[config.mk]
export PLATFORM = sky130hd
export DESIGN_NAME = dclk_ctrl
export DESIGN_NICKNAME = d
export VERILOG_FILES = /design/src/rtl/dclk_pkg.sv /design/src/rtl/dclk_regs.sv /design/src/rtl/dclk_divider.sv /design/src/rtl/dclk_outmux.sv /design/src/rtl/dclk_ctrl.sv
export SDC_FILE = /design/constraint.sdc
export NUM_CORES = 1
export LEC_CHECK = 0
export BUFFER_PORTS_ARGS = -buffer_cell sky130_fd_sc_hd__clkbuf_2
export CAP_MARGIN = 20
export CORE_MARGIN = 10
export CORE_UTILIZATION = 47
export DETAILED_ROUTE_END_ITERATION = 10
export PLACE_DENSITY = 0.76
export SETUP_SLACK_MARGIN = 0.1
export SYNTH_ARGS = -nofsm -noshare
export SYNTH_HDL_FRONTEND = slang
export SYNTH_SLANG_ARGS = --single-unit
[constraint.sdc]
create_clock -name clk_i -period 2.25 [get_ports clk_i]
set_input_delay 0 -clock clk_i [delete_from_list [all_inputs] [get_ports clk_i]]
set_output_delay 0 -clock clk_i [all_outputs]
set_load 0.01 [all_outputs]
[src/rtl/dclk_pkg.sv]
package dclk_pkg;
  typedef struct packed {
    logic       dot_off;
    logic       sys_off;
    logic       p24_sys;
    logic       sys_inv;
    logic [2:0] div_code;
    logic       pll_en;
  } ctrl_t;
endpackage

[src/rtl/dclk_regs.sv]
module dclk_regs
  import dclk_pkg::*;
#(
  parameter int IDX_W = 8,
  parameter logic [IDX_W-1:0] CTRL_IDX = 'h02,
  parameter int SEL_W = 3,
  parameter int MAX_SEL = 4
) (
  input  logic             clk_i,
  input  logic             rst_ni,
  input  logic             we_i,
  input  logic [IDX_W-1:0] idx_i,
  input  logic [7:0]       wdata_i,
  output logic [7:0]       rdata_o,
  output ctrl_t            ctrl_o,
  output logic [SEL_W-1:0] div_sel_o
);
  logic hit;
  assign hit = (idx_i == CTRL_IDX);

  always_ff @(posedge clk_i or negedge rst_ni) begin
    if (!rst_ni) ctrl_o <= '0;
    else if (we_i && hit) ctrl_o <= ctrl_t'(wdata_i);
  end

  assign rdata_o = hit ? 8'(ctrl_o) : 8'h00;
  // reserved codes fall back to divide by 1
  assign div_sel_o = (32'(ctrl_o.div_code) > MAX_SEL) ? '0 : SEL_W'(ctrl_o.div_code);

  p_reserved_r3: assert property (@(posedge clk_i) disable iff (!rst_ni)
    (we_i && hit && 32'(wdata_i[3:1]) > MAX_SEL) |=> (div_sel_o == '0));
  p_write_r1: assert property (@(posedge clk_i) disable iff (!rst_ni)
    (we_i && hit) |=> (8'(ctrl_o) == $past(wdata_i)));
  p_ignore_r1: assert property (@(posedge clk_i) disable iff (!rst_ni)
    !(we_i && hit) |=> $stable(ctrl_o));
endmodule

[src/rtl/dclk_divider.sv]
module dclk_divider #(
  parameter int SEL_W = 3,
  parameter int MAX_SEL = 4,
  localparam int CNT_W = (MAX_SEL < 1) ? 1 : MAX_SEL
) (
  input  logic             clk_i,
  input  logic             rst_ni,
  input  logic [SEL_W-1:0] sel_i,
  output logic             div_o,
  output logic             bypass_o
);
  logic [SEL_W-1:0] act_sel;
  logic [CNT_W-1:0] cnt, half_m1;
  logic             div_q, last;

  assign half_m1  = CNT_W'(((32'd1 << act_sel) >> 1) - 32'd1);
  assign last     = (cnt == half_m1);
  assign bypass_o = (act_sel == '0);
  assign div_o    = div_q;

  always_ff @(posedge clk_i or negedge rst_ni) begin
    if (!rst_ni) begin
      act_sel <= '0;
      cnt     <= '0;
      div_q   <= 1'b0;
    end else if (act_sel == '0) begin
      act_sel <= sel_i;
      cnt     <= '0;
      div_q   <= 1'b0;
    end else if (last) begin
      cnt   <= '0;
      div_q <= ~div_q;
      if (div_q) act_sel <= sel_i;  // end of full period
    end else begin
      cnt <= cnt + 1'b1;
    end
  end

  p_hold_sel_r10: assert property (@(posedge clk_i) disable iff (!rst_ni)
    (act_sel != '0 && !(last && div_q)) |=> $stable(act_sel));
  p_duty_r2: assert property (@(posedge clk_i) disable iff (!rst_ni)
    (act_sel != '0 && !last) |=> $stable(div_o));
  p_low_start_r2: assert property (@(posedge clk_i) disable iff (!rst_ni)
    (act_sel == '0) |=> !div_o);
endmodule

[src/rtl/dclk_outmux.sv]
module dclk_outmux
  import dclk_pkg::*;
(
  input  logic  clk_i,
  input  logic  sys_clk_i,
  input  logic  pack24_i,
  input  ctrl_t ctrl_i,
  input  logic  div_i,
  input  logic  bypass_i,
  output logic  sys_clk_o,
  output logic  sys_oe_o,
  output logic  dot_clk_o,
  output logic  dot_oe_o,
  output logic  pll_prog_en_o
);
  logic divided;
  assign divided       = bypass_i ? clk_i : div_i;
  assign sys_clk_o     = sys_clk_i ^ ctrl_i.sys_inv;
  assign dot_clk_o     = (pack24_i && ctrl_i.p24_sys) ? sys_clk_o : divided;
  assign sys_oe_o      = ~ctrl_i.sys_off;
  assign dot_oe_o      = ~ctrl_i.dot_off;
  assign pll_prog_en_o = ctrl_i.pll_en;

  always_comb begin
    p_override_r6: assert (!(pack24_i && ctrl_i.p24_sys) || (dot_clk_o == sys_clk_o));
    p_no_override_r7: assert (pack24_i || (dot_clk_o == divided));
  end
endmodule

[src/rtl/dclk_ctrl.sv]
module dclk_ctrl
  import dclk_pkg::*;
#(
  parameter int IDX_W = 8,
  parameter logic [IDX_W-1:0] CTRL_IDX = 'h02,
  parameter int MAX_SEL = 4,
  localparam int SEL_W = 3
) (
  input  logic             clk_i,
  input  logic             rst_ni,
  input  logic             reg_we_i,
  input  logic [IDX_W-1:0] reg_idx_i,
  input  logic [7:0]       reg_wdata_i,
  output logic [7:0]       reg_rdata_o,
  input  logic             pack24_i,
  input  logic             sys_clk_i,
  output logic             sys_clk_o,
  output logic             sys_oe_o,
  output logic             dot_clk_o,
  output logic             dot_oe_o,
  output logic             pll_prog_en_o
);
  ctrl_t            ctrl;
  logic [SEL_W-1:0] div_sel;
  logic             div, bypass;

  dclk_regs #(.IDX_W(IDX_W), .CTRL_IDX(CTRL_IDX), .SEL_W(SEL_W), .MAX_SEL(MAX_SEL)) u_regs (
    .clk_i, .rst_ni, .we_i(reg_we_i), .idx_i(reg_idx_i), .wdata_i(reg_wdata_i),
    .rdata_o(reg_rdata_o), .ctrl_o(ctrl), .div_sel_o(div_sel));

  dclk_divider #(.SEL_W(SEL_W), .MAX_SEL(MAX_SEL)) u_div (
    .clk_i, .rst_ni, .sel_i(div_sel), .div_o(div), .bypass_o(bypass));

  dclk_outmux u_mux (
    .clk_i, .sys_clk_i, .pack24_i, .ctrl_i(ctrl), .div_i(div), .bypass_i(bypass),
    .sys_clk_o, .sys_oe_o, .dot_clk_o, .dot_oe_o, .pll_prog_en_o);

  p_dot_oe_r4: assert property (@(posedge clk_i) disable iff (!rst_ni)
    (reg_we_i && reg_idx_i == CTRL_IDX) |=> (dot_oe_o == !$past(reg_wdata_i[7])));
  p_sys_oe_r5: assert property (@(posedge clk_i) disable iff (!rst_ni)
    (reg_we_i && reg_idx_i == CTRL_IDX) |=> (sys_oe_o == !$past(reg_wdata_i[6])));
  p_pll_r9: assert property (@(posedge clk_i) disable iff (!rst_ni)
    (reg_we_i && reg_idx_i == CTRL_IDX) |=> (pll_prog_en_o == $past(reg_wdata_i[0])));
  always_comb begin
    p_invert_r8: assert (!rst_ni || (sys_clk_o == (sys_clk_i ^ reg_rdata_o[4])) || reg_idx_i != CTRL_IDX);
  end
endmodule

**Yosys cells after proc, flatten, opt, wreduce, memory -nomap -nowiden**

Cells that the tools add are included.

- Order comparisons: 1
- Reduce and logical (&&, ||, !) cells: 6
- Div/mod/pow operators: 0
- Muxes and demuxes: 11
- Eq/ne operators: 2
- Multiply operators: 0
- Add/sub/neg operators: 2
- Bitwise gates (word level): 4
- Shift-type cells: 1

Operators with widths:

| operator | number |
|---|---|
| $mux 3 | 4 |
| $eq 8x2->1 const B | 1 |
| $mux 4 | 2 |
| $mux 8 | 1 |
| $shl 1x3->5 const A | 1 |
| $add 4x1->4 const B | 1 |
| $eq 4x4->1 | 1 |
| $mux 1 | 4 |
| $reduce_bool 2->1 | 2 |
| $sub 4x1->4 const B | 1 |
| $gt 3x3->1 const B | 1 |
| $logic_not 3->1 | 1 |
| $not 1->1 | 3 |
| $logic_and 1x1->1 | 2 |
| $reduce_and 2->1 | 1 |
| $xor 1x1->1 | 1 |

- Bits in registers: 16
- Memories kept: 0
- RAM bits: 0
- Memory bits (read-only): 0
- Bits in latches: 0
- Word-level logic and storage cells: 36
- Output and inout port bits: 13

**Longest topological paths before layout**

- Depth in word-level cells: 5
- Mapped depth: 8
- Gate-level depth less buffers: 8

**Cells and area by module**

Synthesis repeated with hierarchy kept, for this count alone.

- Cell total of the unflattened synthesis: 80
- Area, all modules: 917.1 µm²

By module, submodules not included:

| module | seq. area each (µm²) | times used | area an instance (µm²) | cells each |
|---|---|---|---|---|
| dclk_divider | 200.2 | 1 | 439.2 | 41 |
| dclk_regs | 200.2 | 1 | 420.4 | 32 |
| dclk_outmux | 0.0 | 1 | 57.6 | 7 |

==> flow_metrics.py <==
metrics = {
    "power_and_ir_drop": {
        "power_density_nw_per_um2": 1079,
        "p_leak_nw": 0.6476,
        "ir_drop_uv": 918.4,
    },
    "worst_setup_path": {
        "cp_num_buf_inv": 1,
        "slowest_stage": "dfrtp_1",
        "path_cells": "or3b_4 > ha_4 > xnor2_2 > o31ai_2 > buf_4 > nand2_2 > mux2_4",
        "cpPeakStageDelay_ns": 0.45,
        "crit_arrival_ns": 2.33,
        "crit_fanout": 7,
        "r2r_slack_ns": 0.20,
        "reg2reg_to": "u_div.div_o",
        "crit_family": "simple AND/OR/NAND/NOR gates",
        "r2r_start": "u_div.act_sel[0]",
        "r2r_cells": 7,
        "crit_required_ns": 2.53,
        "critPathCaptureType": "flip-flop",
        "crit_type": "flip-flop to flip-flop",
        "start_kind": "flip-flop",
    },
    "logic_synthesis": {
        "synth_top_area_share_pct": 44.57,
        "synth_area_um2": 898.4,
        "ys_seq_elements": 16,
        "yosys_warnings": 0,
        "avgSynthCellArea_um2": 10.69,
        "synth_cell_types": 31,
        "async_flop_share_pct": 100.0,
        "synth_area_leaders": "dfrtp_1 45%, mux2_2 7.5%, and2_1 5.6%",
        "ys.flop_type": "dfrtp_1",
        "yosysSeqAreaShare_pct": 44.57,
        "yosys.area.top_type": "dfrtp_1",
        "synth_cells": 84,
        "synth_edf_count": 0,
        "synth_fp_nets": 107,
    },
    "timing": {
        "skew_ns": 0.001630,
        "rsz0062_at_grt": "true",
        "max-slew-margin-rel_pct": 67.60,
        "drv_slew": 0,
        "period_minus_slack_ns": 2.051,
        "max_slew.worst_pin.slew_ns": 0.4823,
        "hold_viol_final": 0,
        "fin_setup_tns_ns": 0,
        "post-route-period-util_pct": 91.14,
        "fmax_mhz": 487.6,
        "finalSetupViolations": 0,
    },
    "finish": {
        "postLayoutCellArea_um2": 1272,
        "layout.nets": 158,
        "drive_above_1_share_pct": 44.36,
        "multi_input_area_um2": 510.5,
        "seq_area_um2": 400.4,
        "synthToLayoutAreaGrowth_pct": 41.64,
        "antenna_cells": 0,
        "n_fill_cell": 136,
    },
    "die": {
        "core_um2": 1764,
        "start_util_pct": 50.92,
        "die_area_um2": 4060,
        "die_w_um": 63.72,
        "die_h_um": 63.72,
        "io_pins": 34,
        "num_rows": 15,
    },
    "drt": {
        "drt_pass1_iterations": 3,
        "wl_per_cell_um": 13.84,
        "wirelength_um": 2186,
        "drtAntennaViolNets": 0,
        "drt_iter0_markers": 24,
        "via_per_inst": 4.918,
        "drcViolationCount": 0,
        "vias": 777,
    },
    "global_route": {
        "grt_pass1_wl_um": 3829,
        "grt_usage_pct": 11.71,
        "grt_pass1_vias": 840,
        "grt_overflow_total": 0,
        "antenna_found_initial": 0,
        "grt_max_degree": 17,
    },
    "clock_network": {
        "insertion_delay_ns": 0.39,
        "clkTransAtPathRegs_ns": 0.08,
        "cts_tree": "yes",
    },
    "hold_path": {
        "min_path_type": "primary input to flip-flop",
        "hold_end": "u_regs.ctrl_o[7]",
        "hold_start": "reg_we_i",
        "min_path_cells": 3,
    },
    "place": {
        "dp_hpwl_um": 1624,
        "dpl_cell_area_um2": 1091,
        "port_buffers": 33,
        "place_congestion": 0.7994,
    },
    "run_status": {
        "status": "complete, no violations",
    },
    "job": {
        "maxCapViolations": 0,
    },
}
-- where the power goes --
group          internal, W  switching [W]  total (W)
clock             0.000136       0.000116   0.000252
sequential        0.000361      0.0000949   0.000456
combinational     0.000353       0.000311   0.000665
-- final cells by class --
cell class              instances  area share [%]
well taps                      25           2.458
inverters                       4           1.180
repair buffers                 43           20.85
clock buffers                   7           3.933
multi-input cells              63           40.12
flip-flops and latches         16           31.47
-- layer usage --
layer | track usage (%) | wire [um] | up-vias | part of all wire (%)
met1 | 11.58 | 934 | 355 | 43
met4 | 6.284 | 29 | 0 | 1.3
li1 | - | - | 390 | -
met3 | 7.244 | 173 | 5 | 7.9
met5 | 0 | 0 | - | 0
met2 | 18.72 | 1048 | 27 | 48
-- how the worst max path moves through the flow --
stage	startpoint	slack, ns	cells after the start	end
finish	u_div.act_sel[0]	0.20	7	u_div.div_o
global route	u_div.act_sel[1]	0.07	6	dot_clk_o
CTS	u_div.act_sel[0]	0.10	8	u_div.div_o
detailed placement	u_div.act_sel[1]	0.07	7	u_div.div_o
global placement	u_div.act_sel[1]	0.14	7	u_div.div_o
floorplan	u_div.act_sel[1]	0.18	7	u_div.div_o
-- worst min-delay path, cell delays in order --
cell and delay [ns]:
clkbuf_2 0.09, nand2_2 0.16, mux2_1 0.16
-- state kept, by name, summed over array words and instances, names as in the netlist --
register       cells
u_div.div_o        1
u_div.act_sel      3
u_regs.ctrl_o      8
u_div.cnt          4
-- cell families (layout without fill, tap and decap cells) --
kind of cell | count (synthesis) | in the layout | synth area share [%]
xor+xnor | 6 | 6 | 5.850
fa+ha+maj | 2 | 2 | 2.785
flops | 16 | 16 | 44.57
compound gates | 10 | 10 | 8.774
simple gates | 36 | 36 | 24.24
buf+inv | 5 | 54 | 2.088
mux | 9 | 9 | 11.70
-- layout by cell type (no fill, tap or decap), types with 3 or more instances in the layout --
| cell | netlist | final |
|---|---|---|
| clkbuf_2 | 0 | 33 |
| and2_1 | 8 | 8 |
| dlygate4sd3_1 | 0 | 9 |
| inv_1 | 4 | 4 |
| dfrtp_1 | 16 | 16 |
| o2bb2ai_1 | 3 | 3 |
| mux2_2 | 6 | 6 |
| clkbuf_4 | 0 | 6 |
| nor2_1 | 11 | 11 |
-- synthesized netlist by cell type, types with 2 or more instances --
cell and number:
dfrtp_1 16, nand2_1 2, xnor2_1 4, xor2_1 2
nand2b_1 2, nor2_1 11, nand3_1 2, o2bb2ai_1 3
ha_1 2, inv_1 4, mux2_1 2, and2_1 8
a31oi_1 2, mux2_2 6, nand2_2 2
-- stage by stage --
stage	setup WS (ns)	hold WS (ns)	util, %	total power [W]	instances
after floorplan	0.1820	-0.2956	-	0.0008922	84
after global placement	0.1391	-0.05485	61.84	0.0009856	141
after detailed placement	0.07277	-0.06132	61.84	0.001009	141
after CTS	0.1023	0.04959	70.35	0.001298	158
after global routing	0.07394	0.03744	72.13	0.001493	158
final	0.1993	0.05240	72.13	0.001373	158
-- repair_timing --
action                     CTS  global route
gates cloned                 0             0
buffers inserted             2             0
gates resized for setup      0             4
hold buffers                 9             0
hold endpoints to repair    24             0
setup endpoints to repair    4             6
pin swaps                    1             1
Power figures use the tool's default switching activity.
